### src/rtl/sram_ctl_pkg.sv
package sram_ctl_pkg;

  typedef enum logic [2:0] {
    ST_IDLE      = 3'd0,
    ST_RD_ACCESS = 3'd1,
    ST_RD_CAPT   = 3'd2,
    ST_WR_PULSE  = 3'd3,
    ST_WR_RECOV  = 3'd4
  } st_e;

  typedef struct packed {
    logic cs_n;
    logic ce;
    logic we_n;
    logic oe_n;
    logic dq_oe;
    logic done;
  } pins_t;

  localparam pins_t PINS_OFF = '{cs_n: 1'b1, ce: 1'b0, we_n: 1'b1,
                                 oe_n: 1'b1, dq_oe: 1'b0, done: 1'b0};

  // ceiling of ns / clk_ns, at least one cycle
  function automatic int unsigned ns_to_cyc(input int unsigned ns,
                                            input int unsigned clk_ns);
    int unsigned c;
    c = (ns + clk_ns - 1) / clk_ns;
    if (c < 1) c = 1;
    return c;
  endfunction

  function automatic int unsigned umax(input int unsigned a, input int unsigned b);
    return (a > b) ? a : b;
  endfunction

  // recovery = enough high time and enough total cycle time
  function automatic int unsigned recov_cyc(input int unsigned wph_cyc,
                                            input int unsigned wc_cyc,
                                            input int unsigned wp_cyc);
    int unsigned rest;
    rest = (wc_cyc > wp_cyc) ? (wc_cyc - wp_cyc) : 1;
    return umax(umax(wph_cyc, rest), 1);
  endfunction

  // pin levels for the cycle spent in state s; first marks phase entry
  function automatic pins_t pins_for(input st_e s, input logic first);
    pins_t p;
    p = '{cs_n: 1'b1, ce: 1'b1, we_n: 1'b1, oe_n: 1'b1, dq_oe: 1'b0, done: 1'b0};
    case (s)
      ST_RD_ACCESS: begin
        p.cs_n = 1'b0;
        p.oe_n = 1'b0;
      end
      ST_RD_CAPT:   p.done = first;
      ST_WR_PULSE: begin
        p.cs_n  = 1'b0;
        p.we_n  = 1'b0;
        p.dq_oe = 1'b1;
      end
      ST_WR_RECOV:  p.done = first;
      default: ;
    endcase
    return p;
  endfunction

endpackage

### src/rtl/sram_ctl_phase.sv
module sram_ctl_phase
  import sram_ctl_pkg::*;
#(
  parameter int unsigned ACC_CYC  = 3,
  parameter int unsigned TURN_CYC = 1,
  parameter int unsigned WP_CYC   = 2,
  parameter int unsigned REC_CYC  = 1,
  parameter int unsigned CNT_W    = 2
) (
  input  logic clk,
  input  logic rst,
  input  st_e  state_q,
  input  st_e  state_d,
  output logic phase_last
);

  logic [CNT_W-1:0] cnt_q;
  logic [31:0]      len_m1;

  always_comb begin
    case (state_q)
      ST_RD_ACCESS: len_m1 = ACC_CYC - 1;
      ST_RD_CAPT:   len_m1 = TURN_CYC - 1;
      ST_WR_PULSE:  len_m1 = WP_CYC - 1;
      ST_WR_RECOV:  len_m1 = REC_CYC - 1;
      default:      len_m1 = 32'd0;
    endcase
  end

  assign phase_last = (32'(cnt_q) == len_m1);

  always_ff @(posedge clk) begin
    if (rst || (state_d != state_q)) cnt_q <= '0;
    else if (!phase_last)            cnt_q <= cnt_q + CNT_W'(1);
  end

endmodule

### src/rtl/sram_ctl_seq.sv
module sram_ctl_seq
  import sram_ctl_pkg::*;
(
  input  logic clk,
  input  logic rst,
  input  logic req,
  input  logic req_wr,
  input  logic ready,
  input  logic phase_last,
  output st_e  state_q,
  output st_e  state_d,
  output logic accept,
  output logic capture
);

  assign accept  = req && ready;
  assign capture = (state_q == ST_RD_ACCESS) && phase_last;

  always_comb begin
    state_d = state_q;
    case (state_q)
      ST_IDLE:      if (accept) state_d = req_wr ? ST_WR_PULSE : ST_RD_ACCESS;
      ST_RD_ACCESS: if (phase_last) state_d = ST_RD_CAPT;
      ST_RD_CAPT:   if (phase_last) state_d = ST_IDLE;
      ST_WR_PULSE:  if (phase_last) state_d = ST_WR_RECOV;
      ST_WR_RECOV:  if (phase_last) state_d = ST_IDLE;
      default:      state_d = ST_IDLE;
    endcase
  end

  always_ff @(posedge clk) begin
    if (rst) state_q <= ST_IDLE;
    else     state_q <= state_d;
  end

endmodule

### src/rtl/sram_ctl_io.sv
module sram_ctl_io
  import sram_ctl_pkg::*;
#(
  parameter int unsigned ADDR_W = 17,
  parameter int unsigned DATA_W = 8
) (
  input  logic              clk,
  input  logic              rst,
  input  st_e               state_q,
  input  st_e               state_d,
  input  logic              accept,
  input  logic              capture,
  input  logic [ADDR_W-1:0] req_addr,
  input  logic [DATA_W-1:0] req_wdata,
  input  logic [DATA_W-1:0] dq_in,
  output pins_t             pins_q,
  output logic [ADDR_W-1:0] addr_q,
  output logic [DATA_W-1:0] wdata_q,
  output logic [DATA_W-1:0] rdata_q
);

  // registered pins: no decode glitches reach the memory
  always_ff @(posedge clk) begin
    if (rst) pins_q <= PINS_OFF;
    else     pins_q <= pins_for(state_d, state_d != state_q);
  end

  always_ff @(posedge clk) begin
    if (rst) begin
      addr_q  <= '0;
      wdata_q <= '0;
    end else if (accept) begin
      addr_q  <= req_addr;
      wdata_q <= req_wdata;
    end
  end

  always_ff @(posedge clk) begin
    if (rst)          rdata_q <= '0;
    else if (capture) rdata_q <= dq_in;
  end

endmodule

### src/rtl/sram_ctl.sv
module sram_ctl
  import sram_ctl_pkg::*;
#(
  parameter int unsigned ADDR_W   = 17,
  parameter int unsigned DATA_W   = 8,
  parameter int unsigned CLK_NS   = 10,
  parameter int unsigned T_AA_NS  = 30,
  parameter int unsigned T_OE_NS  = 7,
  parameter int unsigned T_OHZ_NS = 9,
  parameter int unsigned T_WP_NS  = 20,
  parameter int unsigned T_DS_NS  = 15,
  parameter int unsigned T_WPH_NS = 5,
  parameter int unsigned T_WC_NS  = 25
) (
  input  logic              clk,
  input  logic              rst,
  input  logic              req,
  input  logic              req_wr,
  input  logic [ADDR_W-1:0] req_addr,
  input  logic [DATA_W-1:0] req_wdata,
  output logic [DATA_W-1:0] rd_data,
  output logic              done,
  output logic              ready,
  output logic [ADDR_W-1:0] mem_addr,
  output logic              mem_cs_n,
  output logic              mem_ce,
  output logic              mem_we_n,
  output logic              mem_oe_n,
  output logic [DATA_W-1:0] mem_dq_out,
  input  logic [DATA_W-1:0] mem_dq_in,
  output logic              mem_dq_oe
);

  localparam int unsigned ACC_CYC  = ns_to_cyc(umax(T_AA_NS, T_OE_NS), CLK_NS);
  localparam int unsigned TURN_CYC = ns_to_cyc(T_OHZ_NS, CLK_NS);
  localparam int unsigned WP_CYC   = ns_to_cyc(umax(T_WP_NS, T_DS_NS), CLK_NS);
  localparam int unsigned REC_CYC  = recov_cyc(ns_to_cyc(T_WPH_NS, CLK_NS),
                                               ns_to_cyc(T_WC_NS, CLK_NS), WP_CYC);
  localparam int unsigned MAX_CYC  = umax(umax(ACC_CYC, TURN_CYC), umax(WP_CYC, REC_CYC));
  localparam int unsigned CNT_W    = $clog2(MAX_CYC + 1);

  st_e   state_q, state_d;
  logic  phase_last;
  logic  accept;
  logic  capture;
  pins_t pins_q;

  // idle and out of reset (enable high marks reset released)
  assign ready = (state_q == ST_IDLE) && pins_q.ce;

  sram_ctl_seq u_seq (
    .clk        (clk),
    .rst        (rst),
    .req        (req),
    .req_wr     (req_wr),
    .ready      (ready),
    .phase_last (phase_last),
    .state_q    (state_q),
    .state_d    (state_d),
    .accept     (accept),
    .capture    (capture)
  );

  sram_ctl_phase #(
    .ACC_CYC  (ACC_CYC),
    .TURN_CYC (TURN_CYC),
    .WP_CYC   (WP_CYC),
    .REC_CYC  (REC_CYC),
    .CNT_W    (CNT_W)
  ) u_phase (
    .clk        (clk),
    .rst        (rst),
    .state_q    (state_q),
    .state_d    (state_d),
    .phase_last (phase_last)
  );

  sram_ctl_io #(
    .ADDR_W (ADDR_W),
    .DATA_W (DATA_W)
  ) u_io (
    .clk       (clk),
    .rst       (rst),
    .state_q   (state_q),
    .state_d   (state_d),
    .accept    (accept),
    .capture   (capture),
    .req_addr  (req_addr),
    .req_wdata (req_wdata),
    .dq_in     (mem_dq_in),
    .pins_q    (pins_q),
    .addr_q    (mem_addr),
    .wdata_q   (mem_dq_out),
    .rdata_q   (rd_data)
  );

  assign mem_cs_n  = pins_q.cs_n;
  assign mem_ce    = pins_q.ce;
  assign mem_we_n  = pins_q.we_n;
  assign mem_oe_n  = pins_q.oe_n;
  assign mem_dq_oe = pins_q.dq_oe;
  assign done      = pins_q.done;

endmodule

### config.mk
export PLATFORM = sky130hd
export DESIGN_NAME = sram_ctl
export DESIGN_NICKNAME = d
export VERILOG_FILES = /design/src/rtl/sram_ctl_pkg.sv /design/src/rtl/sram_ctl_phase.sv /design/src/rtl/sram_ctl_seq.sv /design/src/rtl/sram_ctl_io.sv /design/src/rtl/sram_ctl.sv
export SDC_FILE = /design/constraint.sdc
export NUM_CORES = 1
export LEC_CHECK = 0
export BUFFER_PORTS_ARGS = -buffer_cell sky130_fd_sc_hd__buf_2
export CORE_MARGIN = 2
export CORE_UTILIZATION = 40
export DETAILED_ROUTE_END_ITERATION = 7
export PLACE_DENSITY_LB_ADDON = 0.25
export SETUP_SLACK_MARGIN = 0.4
export SKIP_CTS_REPAIR_TIMING = 1
export SLEW_MARGIN = 20
export SYNTH_ARGS = -nofsm -noshare
export SYNTH_HDL_FRONTEND = slang
export SYNTH_SLANG_ARGS = --single-unit
### constraint.sdc
create_clock -name clk -period 2.08 [get_ports clk]
set_input_delay 0.312 -clock clk [delete_from_list [all_inputs] [get_ports clk]]
set_output_delay 0.312 -clock clk [all_outputs]
set_load 0.005 [all_outputs]
==> impl_metrics.csv <==
group,metric,value,unit
outcome,outcome,"finished clean",
synthesis,syn-num-nets,230,
floorplanning,core_area,0.00403,mm²
sta,final_hold_viol_count,0,
setup_path,worstPathArrival,1.76,ns
setup_path,path_cells,"and2b_1 > o221ai_1 > a21oi_4 > or3b_1",
drt,routed_wl,3650,µm
global_routing,grt_pass1_vias,1161,
clock_tree,clock_latency,0.28,ns
global_routing,grt_pass1_wl,5360,µm
drt,first_iter_violations,67,
drt,drt_pre_antenna_iters,4,
floorplanning,fp.dieW,69.0,µm
clock_tree,h-tree-depth,2,
global_routing,grt_max_degree,39,
synthesis,synth_top_area_share,52.1,%
finish,final_cell_mix,"buf_2 (76), nand2_1 (53), dfxtp_1 (40)",
sta,worst_pin_slew,0.720,ns
sta,clock.fmax,630,MHz
synthesis,synth_edf_count,0,
floorplanning,start_util,41.9,%
sta,min_period,1.59,ns
finish,layout-drive-gt1-share,36.1,%
synthesis,synth-seq-area-share,52.1,%
synthesis,avgSynthCellArea,8.75,µm²
floorplanning,ios,77,
setup_path,required,2.25,ns
drt,wl_per_cell,11.5,µm
setup_path,start_kind,"flip-flop",
sta,skew,0.00195,ns
finish,final_common_cell,"buf_2",
pwr,p_total,1.79,mW
synthesis,netlist_area,0.00169,mm²
sta,rsz0062_at_grt,"false",
setup_path,worst_setup_path_end_kind,"flip-flop",
sta,fin_hold_ws,0.254,ns
clock_tree,clk_path_buf_depth,2,
sta,slew_headroom,52.0,%
clock_tree,cts_root_buf,"clkbuf_8",
synthesis,synthArstFlopShare,0,%
drt,vias,1495,
synthesis,synth_area_leaders,"dfxtp_1 (52%), nand2_1 (12%), a21oi_1 (7.7%)",
clock_tree,path_clk_slew,0.08,ns
drt,antenna_left,0,
synthesis,ys.flop_type,"dfxtp_1",
synthesis,yosysTopAreaCell,"dfxtp_1",
synthesis,synth.distinct_cells,31,
setup_path,cp_slowest_cell,"dfxtp_2",
drt,avgViaCountPerCell,4.69,
pwr,vdd_ir_drop_max,0.399,mV
sta,final.setup.tns,0,ns
hold_path,hp-class,"in -> reg",
sta,slew_violations,0,
clock_tree,cts_sinks,44,
floorplanning,rows,23,
finish,fin_cells,319,
clock_tree,cts_tree,"built",
setup_path,path_class,"reg -> reg",
synthesis,syn_inst,193,
pwr,powerDensity,804,mW/mm²
synthesis,ys_warn_count,0,
floorplanning,fp.dieArea,0.00476,mm²
finish,nets,305,
finish,diodes,0,
clock_tree,cts_made_buffers,5,
global_routing,grt_antenna_before_repair,0,
place,gp_routability_congestion,0.822,
place,placement.io_buffers,76,
pwr,p_leak,1.07,nW
sta,setup_violations,0,
drt,drc,0,
setup_path,critPathMaxFanout,10,
sta,period_share,76.3,%
flow_run,timing.max_cap.violations,0,
synthesis,synth-seq-cells,44,
finish,area_delta_synth_final,32.1,%
place,place_inst,310,
place,dp_hpwl,2470,µm
setup_path,max_stage_delay,0.45,ns
finish,num-fill-cells,380,
floorplanning,dieHeight,69.0,µm
global_routing,grt.total_usage,15.2,%
global_routing,overflow,0,
==> logic make-up after synthesis <==
kind of cell | Yosys count | share of synthesized area [%]
DFF | 44 | 52.1
muxes | 8 | 4.74
xor gates and xnor gates | 1 | 0.519
AOI/OAI and AO/OA | 37 | 13.4
and+or+nand+nor | 87 | 23.7
buffers and inverters | 16 | 5.48
==> flip-flops by register name, summed over array words and instances (netlist names) <==
register and flops:
u_io.addr_q 17, u_io.pins_q 6, u_seq.state_q 3, u_io.wdata_q 8, u_phase.cnt_q 2, u_io.rdata_q 8
==> routing by layer <==
layer | global-route usage (%) | wire length (µm)
met1 | 21.4 | 1720
met2 | 21.4 | 1590
met3 | 4.38 | 278
met4 | 6.62 | 61
met5 | 0 | 0
==> area by class of cell <==
type | instances | area (µm²) | area share, %
clock buffer | 7 | 96.3 | 4.32
inverter | 4 | 15.0 | 0.673
sequential | 44 | 886 | 39.7
multi-input combinational | 133 | 718 | 32.2
clock inverter | 1 | 30.0 | 1.35
timing repair buffer | 80 | 423 | 19.0
tap | 50 | 62.6 | 2.80
==> cell usage after synthesis (2+ instances only) <==
master     n
a21oi_1   26
and2_1     4
buf_2      2
buf_6      4
clkbuf_1   6
dfxtp_1   44
inv_1      4
mux2i_1    8
nand2_1   54
nand2b_1   4
nor2_1    15
nor3_1     2
o21ai_0    2
==> where the power goes <==
group	switching (mW)	internal [mW]	leakage [nW]	total [mW]
logic	0.101	0.0968	0.647	0.197
registers	0.0239	0.877	0.360	0.901
clock network	0.271	0.424	0.0645	0.695
total	0.395	1.40	1.07	1.79
==> through the flow <==
stage	instance area, µm²	util, %	worst slack (ns)
3_5_place_dp	2090	51.9	0.389
4_1_cts	2220	55.0	0.380
6_report	2230	55.4	0.492
3_3_place_gp	2090	51.9	0.434
2_1_floorplan	1690	-	0.538
5_1_grt	2230	55.4	0.433
==> worst max-delay path: cells and delay by family (launching register included) <==
family          cells  cell delay [ns]
compound gates      2             0.45
flops               1             0.45
simple gates        2             0.57
==> path summary, 6_finish.rpt <==
path | startpoint | to | slack [ns] | cells past startpoint
setup / recovery | u_seq.state_q[0] | u_io.pins_q[2] | 0.49 | 4
hold / removal | req_wdata[1] | u_io.wdata_q[1] | 0.25 | 3
setup reg to reg | u_seq.state_q[0] | u_io.pins_q[2] | 0.49 | 4
hold reg to reg | u_io.addr_q[3] | u_io.addr_q[3] | 0.45 | 2
No activity file was read; power rests on OpenSTA's default activity.
